==> src/rtl/opnd_agen_pkg.sv <==
package opnd_agen_pkg;
  localparam int DW       = 32;
  localparam int IMMW     = 17;
  localparam int RSW      = 3;
  localparam int FNW      = 4;
  localparam int MODEW    = 2;
  localparam int OPCW     = 6;
  localparam int RS_LSB   = IMMW;
  localparam int FN_LSB   = RS_LSB + RSW;
  localparam int MODE_LSB = FN_LSB + FNW;
  localparam int OPC_LSB  = MODE_LSB + MODEW;

  localparam logic [RSW-1:0] RS_ZERO = 3'd4;
  localparam logic [RSW-1:0] RS_PC   = 3'd7;

  typedef enum logic [MODEW-1:0] {
    AM_IMM  = 2'd0,
    AM_ABS  = 2'd1,
    AM_POST = 2'd2,
    AM_PRE  = 2'd3
  } amode_e;

  typedef enum logic [1:0] {ST_IDLE, ST_MEM, ST_FIN} state_e;

  typedef struct packed {
    logic [OPCW-1:0] opc;
    amode_e          mode;
    logic [RSW-1:0]  rsel;
    logic [DW-1:0]   ext;
  } dec_t;
endpackage

==> src/rtl/opnd_field_split.sv <==
module opnd_field_split
  import opnd_agen_pkg::*;
(
  input  logic [DW-1:0] instr_i,
  output dec_t          dec_o
);
  logic [FNW-1:0] unused_fn;
  assign unused_fn = instr_i[FN_LSB +: FNW];

  assign dec_o.opc  = instr_i[OPC_LSB +: OPCW];
  assign dec_o.mode = amode_e'(instr_i[MODE_LSB +: MODEW]);
  assign dec_o.rsel = instr_i[RS_LSB +: RSW];
  assign dec_o.ext  = {{(DW-IMMW){instr_i[IMMW-1]}}, instr_i[IMMW-1:0]};
endmodule

==> src/rtl/opnd_index_step.sv <==
module opnd_index_step
  import opnd_agen_pkg::*;
(
  input  amode_e         mode_i,
  input  logic [RSW-1:0] rsel_i,
  input  logic [DW-1:0]  idx_i,
  output logic [DW-1:0]  base_o,
  output logic [DW-1:0]  wb_val_o,
  output logic           wb_en_o
);
  logic          is_zero;
  logic [DW-1:0] idx;

  assign is_zero = (rsel_i == RS_ZERO);
  assign idx     = is_zero ? '0 : idx_i;

  // zero register never steps, so its three memory modes coincide
  always_comb begin
    base_o   = idx;
    wb_val_o = idx - DW'(1);
    wb_en_o  = 1'b0;
    unique case (mode_i)
      AM_POST: begin
        wb_val_o = idx + DW'(1);
        wb_en_o  = !is_zero;
      end
      AM_PRE: begin
        if (!is_zero) base_o = idx - DW'(1);
        wb_en_o = !is_zero;
      end
      default: ;
    endcase
  end
endmodule

==> src/rtl/opnd_agen.sv <==
module opnd_agen
  import opnd_agen_pkg::*;
(
  input  logic            clk_i,
  input  logic            rst_ni,
  input  logic            start_i,
  input  logic [DW-1:0]   instr_i,
  output logic [RSW-1:0]  rf_raddr_o,
  input  logic [DW-1:0]   rf_rdata_i,
  output logic            rf_we_o,
  output logic [RSW-1:0]  rf_waddr_o,
  output logic [DW-1:0]   rf_wdata_o,
  output logic            mem_req_o,
  output logic [DW-1:0]   mem_addr_o,
  input  logic            mem_ack_i,
  input  logic [DW-1:0]   mem_rdata_i,
  output logic [DW-1:0]   ea_o,
  output logic [DW-1:0]   operand_o,
  output logic [OPCW-1:0] opcode_o,
  output logic            done_o
);
  dec_t          dec;
  logic [DW-1:0] base, wb_val, ea_d;
  logic          wb_en;

  state_e          st_q;
  logic [OPCW-1:0] opc_q;
  logic [DW-1:0]   ea_q, opnd_q, wb_val_q;
  logic [RSW-1:0]  wb_addr_q;
  logic            wb_en_q;

  opnd_field_split u_split (
    .instr_i (instr_i),
    .dec_o   (dec)
  );

  opnd_index_step u_step (
    .mode_i   (dec.mode),
    .rsel_i   (dec.rsel),
    .idx_i    (rf_rdata_i),
    .base_o   (base),
    .wb_val_o (wb_val),
    .wb_en_o  (wb_en)
  );

  assign rf_raddr_o = dec.rsel;
  assign ea_d       = base + dec.ext;

  always_ff @(posedge clk_i or negedge rst_ni) begin
    if (!rst_ni) begin
      st_q      <= ST_IDLE;
      opc_q     <= '0;
      ea_q      <= '0;
      opnd_q    <= '0;
      wb_val_q  <= '0;
      wb_addr_q <= '0;
      wb_en_q   <= 1'b0;
    end else begin
      unique case (st_q)
        ST_IDLE: if (start_i) begin
          opc_q     <= dec.opc;
          ea_q      <= ea_d;
          wb_val_q  <= wb_val;
          wb_addr_q <= dec.rsel;
          wb_en_q   <= wb_en;
          if (dec.mode == AM_IMM) begin
            opnd_q <= ea_d;
            st_q   <= ST_FIN;
          end else begin
            st_q <= ST_MEM;
          end
        end
        ST_MEM: if (mem_ack_i) begin
          opnd_q <= mem_rdata_i;
          st_q   <= ST_FIN;
        end
        ST_FIN:  st_q <= ST_IDLE;
        default: st_q <= ST_IDLE;
      endcase
    end
  end

  assign mem_req_o  = (st_q == ST_MEM);
  assign mem_addr_o = ea_q;
  assign done_o     = (st_q == ST_FIN);
  assign rf_we_o    = done_o && wb_en_q;
  assign rf_waddr_o = wb_addr_q;
  assign rf_wdata_o = wb_val_q;
  assign ea_o       = ea_q;
  assign operand_o  = opnd_q;
  assign opcode_o   = opc_q;
endmodule

==> config.mk <==
export PLATFORM = sky130hd
export DESIGN_NAME = opnd_agen
export DESIGN_NICKNAME = d
export VERILOG_FILES = /design/src/rtl/opnd_agen_pkg.sv /design/src/rtl/opnd_field_split.sv /design/src/rtl/opnd_index_step.sv /design/src/rtl/opnd_agen.sv
export SDC_FILE = /design/constraint.sdc
export NUM_CORES = 1
export LEC_CHECK = 0
export CAP_MARGIN = 20
export CORE_MARGIN = 2
export CORE_UTILIZATION = 46
export DETAILED_ROUTE_END_ITERATION = 12
export DONT_BUFFER_PORTS = 1
export MAX_ROUTING_LAYER = met4
export PLACE_DENSITY = 0.57
export SYNTH_ARGS = -nofsm -noshare
export SYNTH_HDL_FRONTEND = slang
export SYNTH_SLANG_ARGS = --single-unit
export TNS_END_PERCENT = 100
==> constraint.sdc <==
create_clock -name clk_i -period 2.27 [get_ports clk_i]
set_input_delay 0.3405 -clock clk_i [delete_from_list [all_inputs] [get_ports clk_i]]
set_output_delay 0.3405 -clock clk_i [all_outputs]
set_load 0.005 [all_outputs]
== After elaboration in Yosys (flattened, before gate mapping) ==
Index checks and enable logic that the tools add are counted.

* Bitwise gates (word level): 0
* Multiply operators: 0
* Div/mod/pow operators: 0
* $lt $le $gt $ge: 0
* Shift-type cells: 0
* Equal/unequal tests: 8
* Reductions and logical operators: 9
* Add/subtract/negate cells: 3
* Multiplexer cells: 13

{| class="wikitable"
|+ Operators by type and width
! operator !! count
|-
| $mux 32 || 7
|-
| $pmux 32 s2 || 1
|-
| $add 32x1->32 const B || 1
|-
| $add 32x32->32 || 1
|-
| $sub 32x1->32 const B || 1
|-
| $eq 2x2->1 const B || 3
|-
| $mux 2 || 3
|-
| $logic_not 2->1 || 2
|-
| $ne 2x2->1 const B || 2
|-
| $pmux 2 s2 || 1
|-
| $reduce_and 2->1 || 2
|-
| $reduce_and 4->1 || 1
|-
| $eq 3x3->1 const B || 1
|-
| $eq 2x1->1 const B || 1
|-
| $ne 2x1->1 const B || 1
|-
| $reduce_bool 2->1 || 1
|-
| $reduce_or 2->1 || 1
|-
| $logic_and 1x1->1 || 1
|-
| $logic_not 1->1 || 1
|-
| $mux 1 || 1
|}

* Memories kept: 0
* Bits in latches: 0
* Output and inout port bits: 143
* Register bits after elaboration: 108
* Bits in read-only memories: 0
* RAM bits: 0

== Logic depth before layout (Yosys ltp) ==
* Depth after elaboration: 9
* Gate-level depth with buffers: 21
* Mapped depth without buffers: 17

== By module ==
From an unflattened synthesis, not the netlist that was laid out.

* Cell total of the unflattened synthesis: 1213
* Area total of the unflattened synthesis: 9004.9 µm²

{| class="wikitable"
|+ By module, submodules not included
! module !! sequential area each (µm²) !! area each (µm²) !! times used !! cells each
|-
| opnd_agen || 2702.6 || 6261.0 || 1 || 743
|-
| opnd_index_step || 0.0 || 2421.1 || 1 || 427
|-
| opnd_field_split || 0.0 || 322.8 || 1 || 43
|}

== Worst setup path before layout ==
OpenSTA, ideal clock, no wires.

* Path kind: in2reg
* Start: input port instr_i[18]
* End: register ea_q[29], in the netlist ea_o[29]
* Arrival time: 4.757 ns
* Slack: -2.555 ns
* Cell stages on the path: 21
* Buffers on the path: 5
* Cells stage by stage: or3b_2 clkbuf_1 clkbuf_1 clkbuf_1 clkbuf_1 nand2_1 ha_1 clkbuf_1 nand2_1 nor3_1 xnor2_1 nor2_1 ha_1 a21oi_1 o21ai_0 a21o_1 a2111oi_0 o31ai_1 a21o_1 or4_1 nand3_1

* Cells in the longest elaborated chain, start to end: 6

{| class="wikitable"
|+ RTL lines
! element !! RTL line !! source
|-
| start: declaration || opnd_agen.sv:7 || <nowiki>input logic [DW-1:0] instr_i,</nowiki>
|-
| $eq 3x3->1 * || opnd_index_step.sv:14 || <nowiki>assign is_zero = (rsel_i == RS_ZERO);</nowiki>
|-
| $mux 32 || opnd_index_step.sv:15 || <nowiki>assign idx = is_zero ? '0 : idx_i;</nowiki>
|-
| $sub 32x1->32 || opnd_index_step.sv:28 || <nowiki>if (!is_zero) base_o = idx - DW'(1);</nowiki>
|-
| $mux 32 || opnd_index_step.sv:28 ||
|-
| $mux 32 * || opnd_index_step.sv:22 || <nowiki>unique case (mode_i)</nowiki>
|-
| $add 32x32->32 * || opnd_agen.sv:47 || <nowiki>assign ea_d = base + dec.ext;</nowiki>
|-
| end signal: assignment || opnd_agen.sv:53 || <nowiki>ea_q <= '0;</nowiki>
|-
| end signal: assignment || opnd_agen.sv:62 || <nowiki>ea_q <= ea_d;</nowiki>
|-
| end: declaration || opnd_agen.sv:28 || <nowiki>logic [DW-1:0] ea_q, opnd_q, wb_val_q;</nowiki>
|}

Every way passes the cells marked *; elsewhere a longest branch is shown, timed or not.
A chain may end at the register's enable or synchronous reset.

== Worst setup path in the final report ==
* Start: input port instr_i[18]
* End: register opnd_q[31], in the netlist operand_o[31]

* Cells in the longest elaborated chain, start to end: 9

{| class="wikitable"
|+ RTL lines
! element !! RTL line !! source
|-
| $eq 3x3->1 * || opnd_index_step.sv:14 ||
|-
| $mux 32 || opnd_index_step.sv:15 ||
|-
| $sub 32x1->32 || opnd_index_step.sv:28 ||
|-
| $mux 32 || opnd_index_step.sv:28 ||
|-
| $mux 32 * || opnd_index_step.sv:22 ||
|-
| $add 32x32->32 * || opnd_agen.sv:47 ||
|-
| $mux 32 * || opnd_agen.sv:66 || <nowiki>if (dec.mode == AM_IMM) begin</nowiki>
|-
| $mux 32 * || opnd_agen.sv:60 || <nowiki>ST_IDLE: if (start_i) begin</nowiki>
|-
| $pmux 32 s2 * || opnd_agen.sv:59 || <nowiki>unique case (st_q)</nowiki>
|-
| end signal: assignment || opnd_agen.sv:74 || <nowiki>opnd_q <= mem_rdata_i;</nowiki>
|-
| end: declaration || opnd_agen.sv:28 ||
|}

Every way passes the cells marked *; elsewhere a longest branch is shown, timed or not. The select of a mux whose other input is x is not followed.

==> results.yml <==
finish:
  final_layout_size_suffix_gt1_frac: 0.332
  final_area_sq_um: 11500
  nets: 1412
  fill_cells: 1652
  n_antenna_cell: 0
  area_delta_synth_final_pct: 33.2
synthesis:
  synth-seq-cells: 108
  synth_top_cell_by_area: "dfrtp_1"
  synth_warnings: 0
  async_flop_share: 1.00
  synth_cell_types: 81
  synth_area_leaders: "dfrtp_1, nand2_1, ha_1"
  synth_cells: 1128
  synth_edf_count: 0
  syn_area_sq_um: 8660
  syn-num-nets: 1267
  seq_area_frac_synth: 0.312
  dominantRegCellSynth: "dfrtp_1"
  synth_common_cells: "nand2_1, nor2_1, dfrtp_1, o21ai_0, a21oi_1"
  netlist.area_leader.share: 0.312
  avgSynthCellArea_sq_um: 7.68
  synth_most_common_cell: "nand2_1"
clocking:
  h-tree-depth: 3
  clockRootBuffer: "clkbuf_16"
  clk_latency_ps: 360
  clk_pin_slew_ps: 80
  cts_tree: "done"
  cts.sinks: 108
  clk_path_buf_depth: 2
  cts_made_buffers: 9
floorplanning:
  dieArea_sq_um: 19900
  rows: 50
  core_sq_um: 18600
  die_x_microns: 141
  dieHeight_microns: 141
  io_pins: 243
  initial_core_util: 0.466
setup_path:
  crit_path_end_kind: "register"
  cp_max_fo: 6
  reg2reg_setup_slack_ps: 400
  r2r_end: "operand_o[29]"
  regToRegStartpoint: "st_q[0]"
  arrival_ps: 3810
  cp-start-kind: "primary input"
  slowest_stage: "or3b_4"
  crit_path_cell_trace: "or3b_4 > nand2_4 > ha_4 > buf_4 > buf_6 > and3_4 > nand2_2 > or3_4 > a21oi_4 > ha_4 > a21oi_4 > a21oi_2 > or2_4 > and2_4 > a2bb2oi_1 > a41o_1 > or3_4 > o31ai_2"
  crit_buf_inv: 2
  crit_path_max_incr_delay_ps: 440
  rr_worst_depth: 7
  crit_required_ps: 2550
  path_class: "in -> reg"
  cpLargestDelayFamily: "simple AND/OR/NAND/NOR gates"
place:
  place_congestion: 0.967
  place_area_sq_um: 10200
  port_buffers: 0
  dpl.hpwl_mm: 21.3
sta:
  worst_pin_slew_ps: 693
  rsz0062_at_grt: "yes"
  period_minus_slack_ps: 3530
  slew_headroom: 0.536
  fin_hold_ws_ps: -334
  max_freq_mhz: 283
  final-hold-violation-count: 108
  slew_viol_final: 0
  finalCritPeriodShare: 1.55
  skew_ps: 11.3
  final.setup.worst_slack_ps: -1260
  totalNegativeSetupSlack_ps: -52250
  setup_viol: 66
power:
  ir_drop_mv: 0.386
  p_int_mw: 5.05
  powerDensity_nw_per_um2: 721
  power_frac_comb: 0.381
  p_seq_frac: 0.429
  leakage_nw: 5.19
  fin_total_pwr_mw: 8.32
  power.switching_mw: 3.27
  swShare: 0.393
  clkPwrFrac: 0.190
global_routing:
  overflow: 0
  antenna_found_initial: 0
  grt_max_degree: 109
  grt_usage: 0.291
  grt_pass1_wl_mm: 44.7
  first_global_vias: 8182
drt:
  via_per_inst: 5.68
  drc: 0
  drt-total-wl_mm: 28.9
  num_vias: 8589
  drt_iter0_drc: 612
  route.detailed.wl_per_inst_microns: 19.1
  final_antenna_net_count: 0
  dr.pass1.iters: 5
flow_run:
  drv_cap: 0
outcome:
  status: "finished with violations"
  violations: "negative hold slack, negative setup slack"
worst_hold_path:
  worstHoldPathType: "in -> async"
[cell type report]
cell class	instances	area (sq um)	area share
Inverter	19	73.8	0.00640
Tap cell	234	293	0.0254
Timing Repair Buffer	248	1930	0.168
Multi-Input combinational cell	887	6240	0.541
Clock buffer	11	243	0.0211
Clock inverter	5	45.0	0.00391
Sequential cell	108	2700	0.234
[per-layer routing]
metal,wire [microns],track usage,vias up
met5,0,-,-
met2,13700,0.454,278
met3,1670,0.0486,48
li1,-,-,4224
met1,12600,0.380,4039
met4,895,0.111,0
[kinds of logic after synthesis]
logic type,synth area share
mux,0.0202
compound gates,0.202
fa+ha+maj,0.0572
flops,0.312
xor+xnor,0.0658
simple gates,0.262
buf+inv,0.0808
[how the worst max path moves through the flow]
stage | depth (start not counted) | slack (ps) | from | to
2_1_floorplan | 21 | -1920 | instr_i[18] | operand_o[31]
3_3_place_gp | 16 | -1630 | instr_i[18] | operand_o[31]
3_5_place_dp | 16 | -1680 | instr_i[18] | operand_o[31]
4_1_cts | 17 | -1170 | instr_i[17] | operand_o[23]
5_1_grt | 17 | -1370 | instr_i[18] | ea_o[29]
6_report | 18 | -1260 | instr_i[18] | operand_o[31]
[cell usage in the layout (no fill, tap or decap), types with 9 or more instances in the layout]
cell / n
buf_6: 12
nor3_1: 20
nand3_1: 41
xnor2_1: 22
xor2_1: 22
a21oi_1: 54
nand4_1: 9
o21ai_0: 43
and3_1: 12
a31oi_1: 12
ha_1: 32
inv_1: 16
a21oi_2: 18
buf_4: 234
nor2_1: 103
clkbuf_16: 9
o21ai_1: 38
mux2i_1: 13
a21o_1: 14
xnor2_2: 13
dfrtp_1: 108
nand2_1: 192
[sequential cells by signal, summed over array words and instances (netlist names)]
register and count:
ea_o 32, operand_o 32, rf_wdata_o 32, opcode_o 6, rf_waddr_o 3, st_q 2
wb_en_q 1
[per-stage QoR]
step                      worst slack (ps)  utilization  instances  hold WS, ps
final                                -1260        0.621       1512         -334
after global routing                 -1370        0.621       1512         -350
after CTS                            -1170        0.592       1496         -346
after detailed placement             -1680        0.550       1463         47.1
after global placement               -1630        0.550       1463         47.6
after floorplan                      -1920            -       1128         44.9
[power by group through the flow]
stage / Sequential [mW] / Clock (mW) / Combinational (mW)
after floorplan: 3.35 / 0 / 2.32
after global placement: 3.59 / 0 / 2.66
after detailed placement: 3.61 / 0 / 2.71
after CTS: 3.58 / 1.62 / 2.93
after global routing: 3.70 / 1.68 / 3.56
final: 3.56 / 1.58 / 3.17
[what timing repair did]
action | in CTS | in global routing
setup buffers | 20 | 20
setup endpoints to repair | 65 | 70
gates resized for setup | 88 | 81
endpoints found under the hold margin | 108 | 108
pin swaps | 50 | 69
Power figures use the tool's default switching activity.
